[config.mk]
export PLATFORM = sky130hd
export DESIGN_NAME = rx_hold_buffer
export DESIGN_NICKNAME = d
export VERILOG_FILES = /design/src/rtl/rxhb_pkg.sv /design/src/rtl/rxhb_arb.sv /design/src/rtl/rxhb_mem.sv /design/src/rtl/rxhb_ctrl.sv /design/src/rtl/rx_hold_buffer.sv
export SDC_FILE = /design/constraint.sdc
export NUM_CORES = 1
export LEC_CHECK = 0
export BUFFER_PORTS_ARGS = -buffer_cell sky130_fd_sc_hd__buf_2
export CAP_MARGIN = 10
export CORE_UTILIZATION = 40
export DETAILED_ROUTE_END_ITERATION = 12
export PLACE_DENSITY = 0.68
export RECOVER_POWER = 50
export SYNTH_ARGS = -nofsm -noshare
export SYNTH_HDL_FRONTEND = slang
export SYNTH_SLANG_ARGS = --single-unit
export TNS_END_PERCENT = 30
[constraint.sdc]
create_clock -name clk -period 3.15 [get_ports clk]
set_input_delay 0.1575 -clock clk [delete_from_list [all_inputs] [get_ports clk]]
set_output_delay 0.1575 -clock clk [all_outputs]
set_load 0.1 [all_outputs]
[src/rtl/rxhb_pkg.sv]
package rxhb_pkg;
  typedef enum logic [2:0] {
    OP_IDLE   = 3'd0,
    OP_FLUSH  = 3'd1,
    OP_BRK    = 3'd2,
    OP_BRK_OW = 3'd3,
    OP_PUSH   = 3'd4
  } store_op_e;
endpackage

[src/rtl/rxhb_arb.sv]
module rxhb_arb #(
  parameter int DEPTH = 4,
  localparam int CW = $clog2(DEPTH + 1)
) (
  input  logic                  rx_en,
  input  logic                  flush,
  input  logic                  in_valid,
  input  logic                  brk_evt,
  input  logic                  out_ready,
  input  logic [CW-1:0]         count,
  output logic                  in_ready,
  output logic                  do_pop,
  output logic                  drop,
  output rxhb_pkg::store_op_e   op
);
  import rxhb_pkg::*;

  logic not_full;
  logic not_empty;
  logic full_after_pop;

  assign not_full  = (count != CW'(DEPTH));
  assign not_empty = (count != '0);
  assign in_ready  = rx_en && not_full && !brk_evt;
  assign do_pop    = out_ready && not_empty && !flush;
  assign drop      = in_valid && !in_ready;
  assign full_after_pop = !not_full && !do_pop;

  always_comb begin
    if (flush) begin
      op = OP_FLUSH;
    end else if (brk_evt) begin
      op = full_after_pop ? OP_BRK_OW : OP_BRK;
    end else if (in_valid && in_ready) begin
      op = OP_PUSH;
    end else begin
      op = OP_IDLE;
    end
  end
endmodule

[src/rtl/rxhb_mem.sv]
module rxhb_mem #(
  parameter int DEPTH = 4,
  parameter int DW    = 8,
  localparam int PW = (DEPTH > 1) ? $clog2(DEPTH) : 1
) (
  input  logic          clk,
  input  logic          rst_n,
  input  logic          we,
  input  logic [PW-1:0] waddr,
  input  logic [DW-1:0] wdata,
  input  logic [PW-1:0] raddr,
  output logic [DW-1:0] rdata
);
  logic [DW-1:0] slot [DEPTH];

  for (genvar g = 0; g < DEPTH; g++) begin : g_slot
    always_ff @(posedge clk or negedge rst_n) begin
      if (!rst_n) begin
        slot[g] <= '0;
      end else if (we && (waddr == PW'(g))) begin
        slot[g] <= wdata;
      end
    end
  end

  assign rdata = slot[raddr];
endmodule

[src/rtl/rxhb_ctrl.sv]
module rxhb_ctrl #(
  parameter int DEPTH = 4,
  parameter int DW    = 8,
  localparam int CW = $clog2(DEPTH + 1),
  localparam int PW = (DEPTH > 1) ? $clog2(DEPTH) : 1
) (
  input  logic                clk,
  input  logic                rst_n,
  input  rxhb_pkg::store_op_e op,
  input  logic                do_pop,
  input  logic                drop,
  input  logic                brk_evt,
  input  logic                brk_clr,
  input  logic [DW-1:0]       in_data,
  output logic [CW-1:0]       count,
  output logic [PW-1:0]       head,
  output logic                we,
  output logic [PW-1:0]       waddr,
  output logic [DW-1:0]       wdata,
  output logic                brk_flag,
  output logic                ovr_o
);
  import rxhb_pkg::*;

  logic [PW-1:0] tail;
  logic [PW-1:0] tail_inc;
  logic [PW-1:0] tail_dec;
  logic [PW-1:0] head_inc;
  logic [CW-1:0] cnt_popped;

  function automatic logic [PW-1:0] wrap_inc(input logic [PW-1:0] p);
    return (p == PW'(DEPTH - 1)) ? '0 : p + PW'(1);
  endfunction

  function automatic logic [PW-1:0] wrap_dec(input logic [PW-1:0] p);
    return (p == '0) ? PW'(DEPTH - 1) : p - PW'(1);
  endfunction

  assign tail_inc   = wrap_inc(tail);
  assign tail_dec   = wrap_dec(tail);
  assign head_inc   = wrap_inc(head);
  assign cnt_popped = count - CW'(do_pop);

  always_comb begin
    we    = 1'b0;
    waddr = tail;
    wdata = in_data;
    unique case (op)
      OP_BRK:    begin we = 1'b1; wdata = '0; end
      OP_BRK_OW: begin we = 1'b1; wdata = '0; waddr = tail_dec; end
      OP_PUSH:   begin we = 1'b1; end
      default:   begin we = 1'b0; end
    endcase
  end

  always_ff @(posedge clk or negedge rst_n) begin
    if (!rst_n) begin
      count <= '0;
      head  <= '0;
      tail  <= '0;
    end else begin
      unique case (op)
        OP_FLUSH: begin
          count <= '0;
          head  <= '0;
          tail  <= '0;
        end
        OP_BRK, OP_PUSH: begin
          count <= cnt_popped + CW'(1);
          tail  <= tail_inc;
          if (do_pop) head <= head_inc;
        end
        OP_BRK_OW: begin
          count <= count;
        end
        default: begin
          count <= cnt_popped;
          if (do_pop) head <= head_inc;
        end
      endcase
    end
  end

  always_ff @(posedge clk or negedge rst_n) begin
    if (!rst_n) begin
      brk_flag <= 1'b0;
      ovr_o    <= 1'b0;
    end else begin
      ovr_o <= drop;
      if (brk_evt) begin
        brk_flag <= 1'b1;
      end else if (brk_clr) begin
        brk_flag <= 1'b0;
      end
    end
  end
endmodule

[src/rtl/rx_hold_buffer.sv]
module rx_hold_buffer #(
  parameter int DEPTH = 4,
  parameter int DW    = 8
) (
  input  logic          clk,
  input  logic          rst_n,
  input  logic          rx_en,
  input  logic          flush,
  input  logic          in_valid,
  output logic          in_ready,
  input  logic [DW-1:0] in_data,
  input  logic          brk_evt,
  input  logic          brk_clr,
  output logic          out_valid,
  input  logic          out_ready,
  output logic [DW-1:0] out_data,
  output logic          full_o,
  output logic          brk_flag,
  output logic          ovr_o
);
  import rxhb_pkg::*;

  localparam int CW = $clog2(DEPTH + 1);
  localparam int PW = (DEPTH > 1) ? $clog2(DEPTH) : 1;

  logic [CW-1:0] count;
  logic [PW-1:0] head;
  logic [PW-1:0] waddr;
  logic [DW-1:0] wdata;
  logic [DW-1:0] rdata;
  logic          we;
  logic          do_pop;
  logic          drop;
  store_op_e     op;

  rxhb_arb #(.DEPTH(DEPTH)) arb_i (
    .rx_en(rx_en), .flush(flush), .in_valid(in_valid), .brk_evt(brk_evt),
    .out_ready(out_ready), .count(count), .in_ready(in_ready),
    .do_pop(do_pop), .drop(drop), .op(op)
  );

  rxhb_ctrl #(.DEPTH(DEPTH), .DW(DW)) ctrl_i (
    .clk(clk), .rst_n(rst_n), .op(op), .do_pop(do_pop), .drop(drop),
    .brk_evt(brk_evt), .brk_clr(brk_clr), .in_data(in_data),
    .count(count), .head(head), .we(we), .waddr(waddr), .wdata(wdata),
    .brk_flag(brk_flag), .ovr_o(ovr_o)
  );

  rxhb_mem #(.DEPTH(DEPTH), .DW(DW)) mem_i (
    .clk(clk), .rst_n(rst_n), .we(we), .waddr(waddr), .wdata(wdata),
    .raddr(head), .rdata(rdata)
  );

  assign out_valid = (count != '0);
  assign full_o    = (count == CW'(DEPTH));
  assign out_data  = out_valid ? rdata : '0;
endmodule

==> results of run 1 <==
## worst paths after layout
| check | end | depth (start not counted) |
|---|---|---|
| hold / removal | ctrl_i.ovr_o | 2 |
| setup reg to reg | ctrl_i.count[2] | 9 |
| max in group asynchronous | ctrl_i.tail[0] | 1 |
| min in group asynchronous | mem_i.slot[19] | 1 |
| hold reg to reg | mem_i.slot[16] | 1 |
| setup / recovery | ctrl_i.count[2] | 9 |
## state kept, by name (all words and copies together), names as in the netlist
name,flops
ctrl_i.brk_flag,1
ctrl_i.ovr_o,1
ctrl_i.head,2
ctrl_i.tail,2
ctrl_i.count,3
mem_i.slot,32
## cell usage in the layout, fill, tap and decap left out, drive strengths merged, types with 2 or more instances in the layout
cell | Yosys | layout
dfrtp | 41 | 41
buf | 3 | 25
and2 | 16 | 16
o2bb2ai | 16 | 16
mux2 | 16 | 16
nand2 | 13 | 13
inv | 8 | 8
mux4 | 8 | 8
clkbuf | 5 | 8
ha | 6 | 6
a21oi | 5 | 5
or3 | 4 | 4
nor2b | 4 | 4
a211oi | 4 | 4
nor2 | 3 | 3
o21ai | 3 | 3
nand3b | 3 | 3
o22ai | 2 | 2
o31ai | 2 | 2
clkinv | 0 | 2
or3b | 2 | 2
nor4b | 2 | 2
## power by group
part / leakage, nW / total [W] / internal (W) / switching [W]
logic: 0.524 / 0.00135 / 0.000468 / 0.000883
registers: 0.532 / 0.000902 / 0.000747 / 0.000155
clock network: 0.0439 / 0.000343 / 0.000153 / 0.000190
## stage by stage
stage,total power [W],worst slack (ns),utilization [%],cells
6_report,0.00260,0.755,47.2,277
3_5_place_dp,0.00226,0.768,45.6,269
4_1_cts,0.00261,0.756,47.3,277
5_1_grt,0.00274,0.527,47.2,277
3_3_place_gp,0.00224,0.859,45.6,269
2_1_floorplan,0.00204,0.555,-,179
## cells by family after synthesis
kind of cell               after synthesis
and+or+nand+nor                         54
xor gates and xnor gates                 1
adders and majority gates                6
buffers and inverters                   16
AOI/OAI and AO/OA                       37
DFF                                     41
muxes                                   24
## metal layers
layer | vias up | wire (µm)
met5 | - | 0
met1 | 754 | 2200
met3 | 6 | 154
li1 | 715 | -
met2 | 28 | 2200
met4 | 0 | 44
## area by class of cell
cell class,instances,area (µm²),area share (%)
Tap cell,70,87.6,3.57
Sequential cell,41,1030,41.8
Clock buffer,5,68.8,2.80
Clock inverter,3,17.5,0.713
Inverter,8,30.0,1.22
Timing Repair Buffer,28,136,5.55
Multi-Input combinational cell,122,1090,44.4
## worst max-delay path, cell delays in order, from the launching register on
cell      delay, ns
dfrtp_1        0.39
or3_1          0.54
nand2_1        0.19
nor2_1         0.06
ha_1           0.21
ha_1           0.29
inv_1          0.06
ha_1           0.15
a211oi_1       0.07
a311o_1        0.33
==> impl_metrics.toml, run 1 <==
[global_route]
grt_pass1_vias = 1511
grt_first_pass_wirelength_um = 7870
met3_usage_pct = 4.55
grt.met1_usage_pct = 24.5
grt.met2_usage_pct = 27.3
grt_usage_pct = 17.7
grt_max_degree = 42
gr-total-overflow = 0
grt-busiest-layer = "met2"
antenna_found_initial = 0

[power_and_ir_drop]
leakage_nw = 1.10
power_density_nw_per_um2 = 1060
ir_drop_mv = 0.700

[logic_synthesis]
yosys-top-cells-area = "dfrtp_1 47%, mux4_2 8.2%, o2bb2ai_1 6.4%"
syn_inst = 179
synth_compound_area_share_pct = 13.0
synth_xor_area_share_pct = 0.398
synthArstFlopShare_pct = 100
ys_seq_area_share_pct = 46.7
dominantRegCellSynth = "dfrtp_1"
synth_fa_ha_area_share_pct = 3.41
synthTopCellsByCount = "41 x dfrtp_1, 16 x and2_1, 16 x o2bb2ai_1"
yosys_warnings = 0
ys_ff_latch = 41
post-synth-top-count-cell = "dfrtp_1"
synth_simple_gate_area_share_pct = 15.0
synth_edf_count = 0
synth_top_family_by_area = "multiplexers"
synth.mux.area_fraction_pct = 17.8
netlist_area_um2 = 2200
yosysUniqueCellTypes = 37
yosys.area.top_type = "dfrtp_1"
syn_area_per_cell_um2 = 12.3
synth_top_area_share_pct = 46.7
synth_nets = 201

[critical_path]
critPathLaunchType = "flip-flop"
startpoint = "ctrl_i.count[1]"
cp_max_fo = 11
arrival_ns = 2.57
criticalPathCategory = "reg -> reg"
r2r_start = "ctrl_i.count[1]"
r2r_slack_ns = 0.75
cp-end-kind = "flip-flop"
crit_required_ns = 3.33

[routing]
vias_per_cell = 5.43
avgRoutedWirePerCell_um = 16.6
initialDrtViolationCount = 73
first_pass_iters = 4
routed_wl_um = 4600
ant_nets = 0
num_vias = 1503
drc = 0

[sta]
fin_crit_ns = 2.40
hold-worst-slack_ns = 0.112
setup_violations = 0
final-hold-violation-count = 0
slew_headroom_pct = -45.6
tns_ns = 0
fin_skew_ns = 0.00885
slew_viol_final = 42
grt_setup_unrepaired = "false"
layout_worst_path_cycle_share_pct = 76.0
max_freq_ghz = 0.417
worstMarginPinSlew_ns = 2.18

[floorplan]
core_um2 = 5200
die_x_um = 76.1
die-area_um2 = 5800
pin_count = 29
start_util_pct = 42.2
die_height_um = 76.1
fp-row-count = 26

[status]
violations = "max-capacitance violations, max-slew violations"
outcome = "finished with violations"

[finish]
drive_gt1_share_pct = 30.0
antenna_cells = 0
fin_nets = 228
area.growth.synth_to_final_pct = 11.7
stdcell_area_um2 = 2460
fillCellCount = 489

[min_path]
holdCritStartpoint = "in_valid"
hold_path.class = "in -> reg"

[clock_network]
clk_latency_ns = 0.30
path_clk_slew_ns = 0.08
post-cts-setup-buffers = 0
numCtsBuffers = 5
cts_hold_buffers = 0
cts_sinks = 41
htree_levels = 2
cts_resized = 0
cts_tree = "done"
root_buffer = "clkbuf_8"
clk_path_buf_depth = 2

[place]
placed_area_um2 = 2370
place_congestion = 0.803
dpl.hpwl_um = 3120
io_buffers = 28

[flow_run]
cap_violations = 1
No activity file was read; power rests on OpenSTA's default activity.
==> run 2, diff against run 1 <==
Settings changed: PLACE_DENSITY 0.68 to 0.7.
Clock period 3.15 ns to 2 ns, I/O delays scaled along.
==> run 2 against run 1 <==
- the run ends with negative setup slack left
- critical endpoint unchanged
- routed wire length is 7.2% higher
- clock skew is 0.0029 ns higher
- first-iteration DRC count is 11% lower
- largest power group unchanged
- power rose by 79%
- global-route usage rose by 0.79 points
- combinational power up 93%
- die area stayed put
- core utilization rose by 7.3 points
- largest cell class unchanged
- fmax rose by 19%
==> impl_metrics.toml, run 2 (same netlist as run 1, synthesis figures left out) <==
[sta]
fin_crit_ns = 2.01
worstMarginPinSlew_ns = 1.19
grt_setup_unrepaired = "true"
layout_worst_path_cycle_share_pct = 100
slew_headroom_pct = 21.2
fin_skew_ns = 0.0118
setup_ws_ns = -0.00903
slew_viol_final = 0
setup_violations = 1
max_freq_ghz = 0.498
final-hold-violation-count = 0

[floorplan]
die_x_um = 76.1
core_um2 = 5200
pin_count = 29
die-area_um2 = 5800
die_height_um = 76.1
fp-row-count = 26
start_util_pct = 42.2

[critical_path]
max_stage_delay_ns = 0.40
crit_required_ns = 2.19
crit_top_cell = "ha_4"
criticalPathCategory = "reg -> reg"
cp_slowest_cell = "dfrtp_1"
crit_chain = "or3_4 -> nand2_2 -> nor2_1 -> ha_2 -> ha_4 -> inv_2 -> ha_4 -> a211oi_2 -> a311o_1"
cp_max_fo = 3
critPathLaunchType = "flip-flop"
cp_num_buf_inv = 1
arrival_ns = 2.19
cp-end-kind = "flip-flop"
critPathTopFamily = "adder cells"

[place]
place_congestion = 0.813
place_ws_ns = -0.163
io_buffers = 28
placed_area_um2 = 2620
dpl.hpwl_um = 3540

[finish]
largest_register_ffs = 32
multi_input_area_um2 = 1200
final_common_cell = "dfrtp_1"
top_register = "mem_i.slot"
fillCellCount = 451
reg_top3 = "mem_i.slot x32, ctrl_i.count x3"
regArea_um2 = 1030
stdcell_area_um2 = 2840
layout_common_cells = "40 x dfrtp_1, 22 x buf_2, 19 x buf_4"
antenna_cells = 0
drive_gt1_share_pct = 43.7
area.growth.synth_to_final_pct = 29.0
fin_nets = 253

[global_route]
antenna_found_initial = 0
grt_first_pass_wirelength_um = 8220
grt_max_degree = 19
grt_usage_pct = 18.5
grt_pass1_vias = 1675
gr-total-overflow = 0

[routing]
first_pass_iters = 4
num_vias = 1610
ant_nets = 0
initialDrtViolationCount = 65
drc = 0
routed_wl_um = 4940
vias_per_cell = 5.35
avgRoutedWirePerCell_um = 16.4

[status]
violations = "negative setup slack"
outcome = "finished with violations"

[clock_network]
htree_levels = 2
cts_sinks = 41
cts_tree = "done"
numCtsBuffers = 5
path_clk_slew_ns = 0.08
clk_path_buf_depth = 2
clk_latency_ns = 0.30
root_buffer = "clkbuf_8"

[min_path]
hold_path.class = "in -> reg"

[power_and_ir_drop]
leakage_nw = 1.26
ir_drop_mv = 1.19
power_density_nw_per_um2 = 1640

[flow_run]
cap_violations = 0
==> run 2: changes by cell type in the layout (fill, tap and decap cells not counted), sizes merged <==
cell	delta
inv	-1
clkbuf	+4
buf	+20
clkinv	-1
dlygate4sd3	+1
bufinv	+1
==> run 2: per-stage QoR <==
stage	total power (W)	cells	TNS [ns]	hold slack (ns)	utilization, %
after floorplan	0.00328	179	-4.97	-0.196	-
after global placement	0.00378	290	-1.05	0.0551	50.3
after detailed placement	0.00384	290	-1.34	0.0575	50.3
after CTS	0.00457	300	0	0.0463	53.4
after global routing	0.00492	301	-0.141	0.0588	54.5
final	0.00466	301	-0.00903	0.0557	54.5
==> run 2: per-layer routing <==
layer	wire [µm]	vias to the layer above	GRT usage, %
met2	2440	24	30.9
met5	0	-	0
met3	130	6	4.79
met1	2300	811	23.2
li1	-	769	-
met4	70	0	6.35
==> run 2: layout make-up <==
class | count | share of cell area, %
Multi-Input combinational cell | 122 | 42.5
Timing Repair Buffer | 53 | 13.4
Sequential cell | 41 | 36.2
Tap cell | 70 | 3.09
Inverter | 8 | 1.19
Clock inverter | 2 | 1.24
Clock buffer | 5 | 2.43
==> run 2: what timing repair did <==
action / in CTS / in global routing
gates resized for setup: 5 / 13
endpoints found under the hold margin: 16 / 0
hold buffers: 1 / 0
endpoints found under the setup margin: 25 / 20
pin swaps: 5 / 6
setup buffers: 2 / 1
==> run 2: path summary, 6_finish.rpt <==
kind	startpoint	end	slack (ns)	cells past startpoint
setup / recovery	ctrl_i.count[1]	ctrl_i.count[2]	-0.009	9
hold / removal	in_valid	ctrl_i.ovr_o	0.06	2
setup reg to reg	ctrl_i.count[1]	ctrl_i.count[2]	-0.009	9
hold reg to reg	mem_i.slot[3]	mem_i.slot[3]	0.49	1
max in group asynchronous	rst_n	ctrl_i.head[0]	0.57	3
min in group asynchronous	rst_n	mem_i.slot[15]	0.49	2
==> run 2: power by group <==
| part | internal [W] | switching, W |
|---|---|---|
| Sequential | 0.00118 | 0.000224 |
| Combinational | 0.00107 | 0.00154 |
| Clock | 0.000363 | 0.000289 |
==> run 3, diff against run 2 <==
Settings changed: PLACE_DENSITY 0.7 to 0.68.
Clock period 2 ns to 2.3 ns, I/O delays scaled along.
==> run 3 against run 2 <==
- the run now ends clean
- flip-flop and latch count is the same
- register-to-register slack improved by 0.18 ns
- worst setup slack better by 0.18 ns
- via count fell by 5.4%
- power is 18% lower
- core utilization shrank 5.1 points
- cell count fell by 6.0%
- fmax shrank 5.7%
- sequential power down 11%
- non-clock buffer count shrank 19
- largest cell class unchanged
==> impl_metrics.toml, run 3 (same netlist as run 1, synthesis figures left out) <==
[status]
outcome = "finished clean"

[global_route]
grt_first_pass_wirelength_um = 7980
grt.met1_usage_pct = 22.8
grt-busiest-layer = "met2"
gr-total-overflow = 0
antenna_found_initial = 0
grt_max_degree = 42
grt.met2_usage_pct = 29.5
grt_usage_pct = 18.0
grt_pass1_vias = 1600
met3_usage_pct = 4.79

[routing]
ant_nets = 0
routed_wl_um = 4540
first_pass_iters = 4
num_vias = 1523
drc = 0
avgRoutedWirePerCell_um = 16.1
initialDrtViolationCount = 94
vias_per_cell = 5.38

[floorplan]
core_um2 = 5200
fp-row-count = 26
die_height_um = 76.1
die-area_um2 = 5800
die_x_um = 76.1
start_util_pct = 42.2
pin_count = 29

[finish]
post-route-util_pct = 49.4
largest_register_ffs = 32
area.growth.synth_to_final_pct = 16.9
stdcell_area_um2 = 2570
multi_input_area_um2 = 1090
fin_nets = 234
regArea_um2 = 1030
fillCellCount = 487
antenna_cells = 0
layout_common_cells = "40 x dfrtp_1, 25 x buf_2, 16 x and2_1, 16 x o2bb2ai_1, 13 x nand2_1"
final_common_cell = "dfrtp_1"
reg_top3 = "mem_i.slot x32, ctrl_i.count x3"
drive_gt1_share_pct = 32.4
top_register = "mem_i.slot"

[clock_network]
clk_path_buf_depth = 2
cts_tree = "done"
path_clk_slew_ns = 0.08
post-cts-setup-buffers = 0
cts_sinks = 41
numCtsBuffers = 5
htree_levels = 2
clk_latency_ns = 0.30
root_buffer = "clkbuf_8"

[place]
place_ws_ns = 0.176
placed_area_um2 = 2430
dpl.hpwl_um = 3040
io_buffers = 28
place_congestion = 0.722

[power_and_ir_drop]
power.total_w = 0.00382
ir_drop_mv = 0.792
power_density_nw_per_um2 = 1490
leakage_nw = 1.14

[sta]
hold-worst-slack_ns = 0.0720
slew_headroom_pct = 23.1
setup_ws_ns = 0.169
slew_viol_final = 0
fin_skew_ns = 0.00796
final-hold-violation-count = 0
setup_violations = 0
fin_crit_ns = 2.13
grt_setup_unrepaired = "false"
worstMarginPinSlew_ns = 1.16
layout_worst_path_cycle_share_pct = 92.7
max_freq_ghz = 0.469

[critical_path]
ff2ff_path_depth = 9
crit_top_cell = "ha_1"
criticalPathCategory = "reg -> reg"
r2r_slack_ns = 0.17
endpoint = "ctrl_i.count[2]"
critPathLaunchType = "flip-flop"
cp_max_fo = 4
max_stage_delay_ns = 0.38
cp-end-kind = "flip-flop"
startpoint = "ctrl_i.count[1]"
r2r_start = "ctrl_i.count[1]"
cp_slowest_cell = "dfrtp_1"
arrival_ns = 2.31
crit_chain = "or3_1 -> nand2_1 -> nor2_1 -> ha_1 -> ha_1 -> inv_1 -> ha_1 -> a211oi_1 -> a311o_1"
crit_required_ns = 2.48
rr_endpoint = "ctrl_i.count[2]"

[min_path]
hold_path_depth = 2
hold_path.class = "in -> reg"

[flow_run]
cap_violations = 0
## run 3: final cells by class
type                            count  area share (%)
Inverter                            8            1.31
Tap cell                           70            3.41
Clock buffer                        5            2.68
Multi-Input combinational cell    122            42.4
Sequential cell                    41            40.0
Timing Repair Buffer               34            7.55
Clock inverter                      3            2.68
## run 3: metrics by stage
| step | std cells | setup TNS [ns] |
|---|---|---|
| global route | 283 | 0 |
| finish | 283 | 0 |
| CTS | 283 | 0 |
| floorplan | 179 | -1.07 |
| detailed placement | 274 | 0 |
| global placement | 274 | 0 |
## run 3: worst min path at each step
stage | from | to | slack, ns
global placement | rst_n | ctrl_i.ovr_o | 0.31
finish | in_valid | ctrl_i.ovr_o | 0.07
CTS | brk_clr | ctrl_i.brk_flag | 0.07
floorplan | rst_n | ctrl_i.brk_flag | -0.18
detailed placement | rst_n | mem_i.slot[6] | 0.31
global route | in_valid | ctrl_i.ovr_o | 0.08
## run 3: critical path, delay by kind of cell, from the launching register on
| kind | cells | cell delay (ns) |
|---|---|---|
| compound gates | 2 | 0.38 |
| simple gates | 3 | 0.56 |
| fa+ha+maj | 3 | 0.63 |
| flops | 1 | 0.38 |
| buf+inv | 1 | 0.07 |
## run 3: timing repair
| item | 4_1_cts | 5_1_grt |
|---|---|---|
| endpoints found under the hold margin | 41 | 0 |
| hold buffers | 1 | 0 |
| setup endpoints to repair | 0 | 3 |
| resized for setup | 0 | 1 |
## run 3: report_power, final
group          switching, W  internal [W]  total, W
registers          0.000213       0.00102   0.00124
logic               0.00121      0.000668   0.00188
clock network      0.000270      0.000437  0.000707
total               0.00169       0.00213   0.00382
## run 3: per-layer routing
metal  vias to the layer above  wire, µm
met1                       758      2110
met5                         -         0
li1                        731         -
met4                         0        68
met2                        28      2210
met3                         6       156
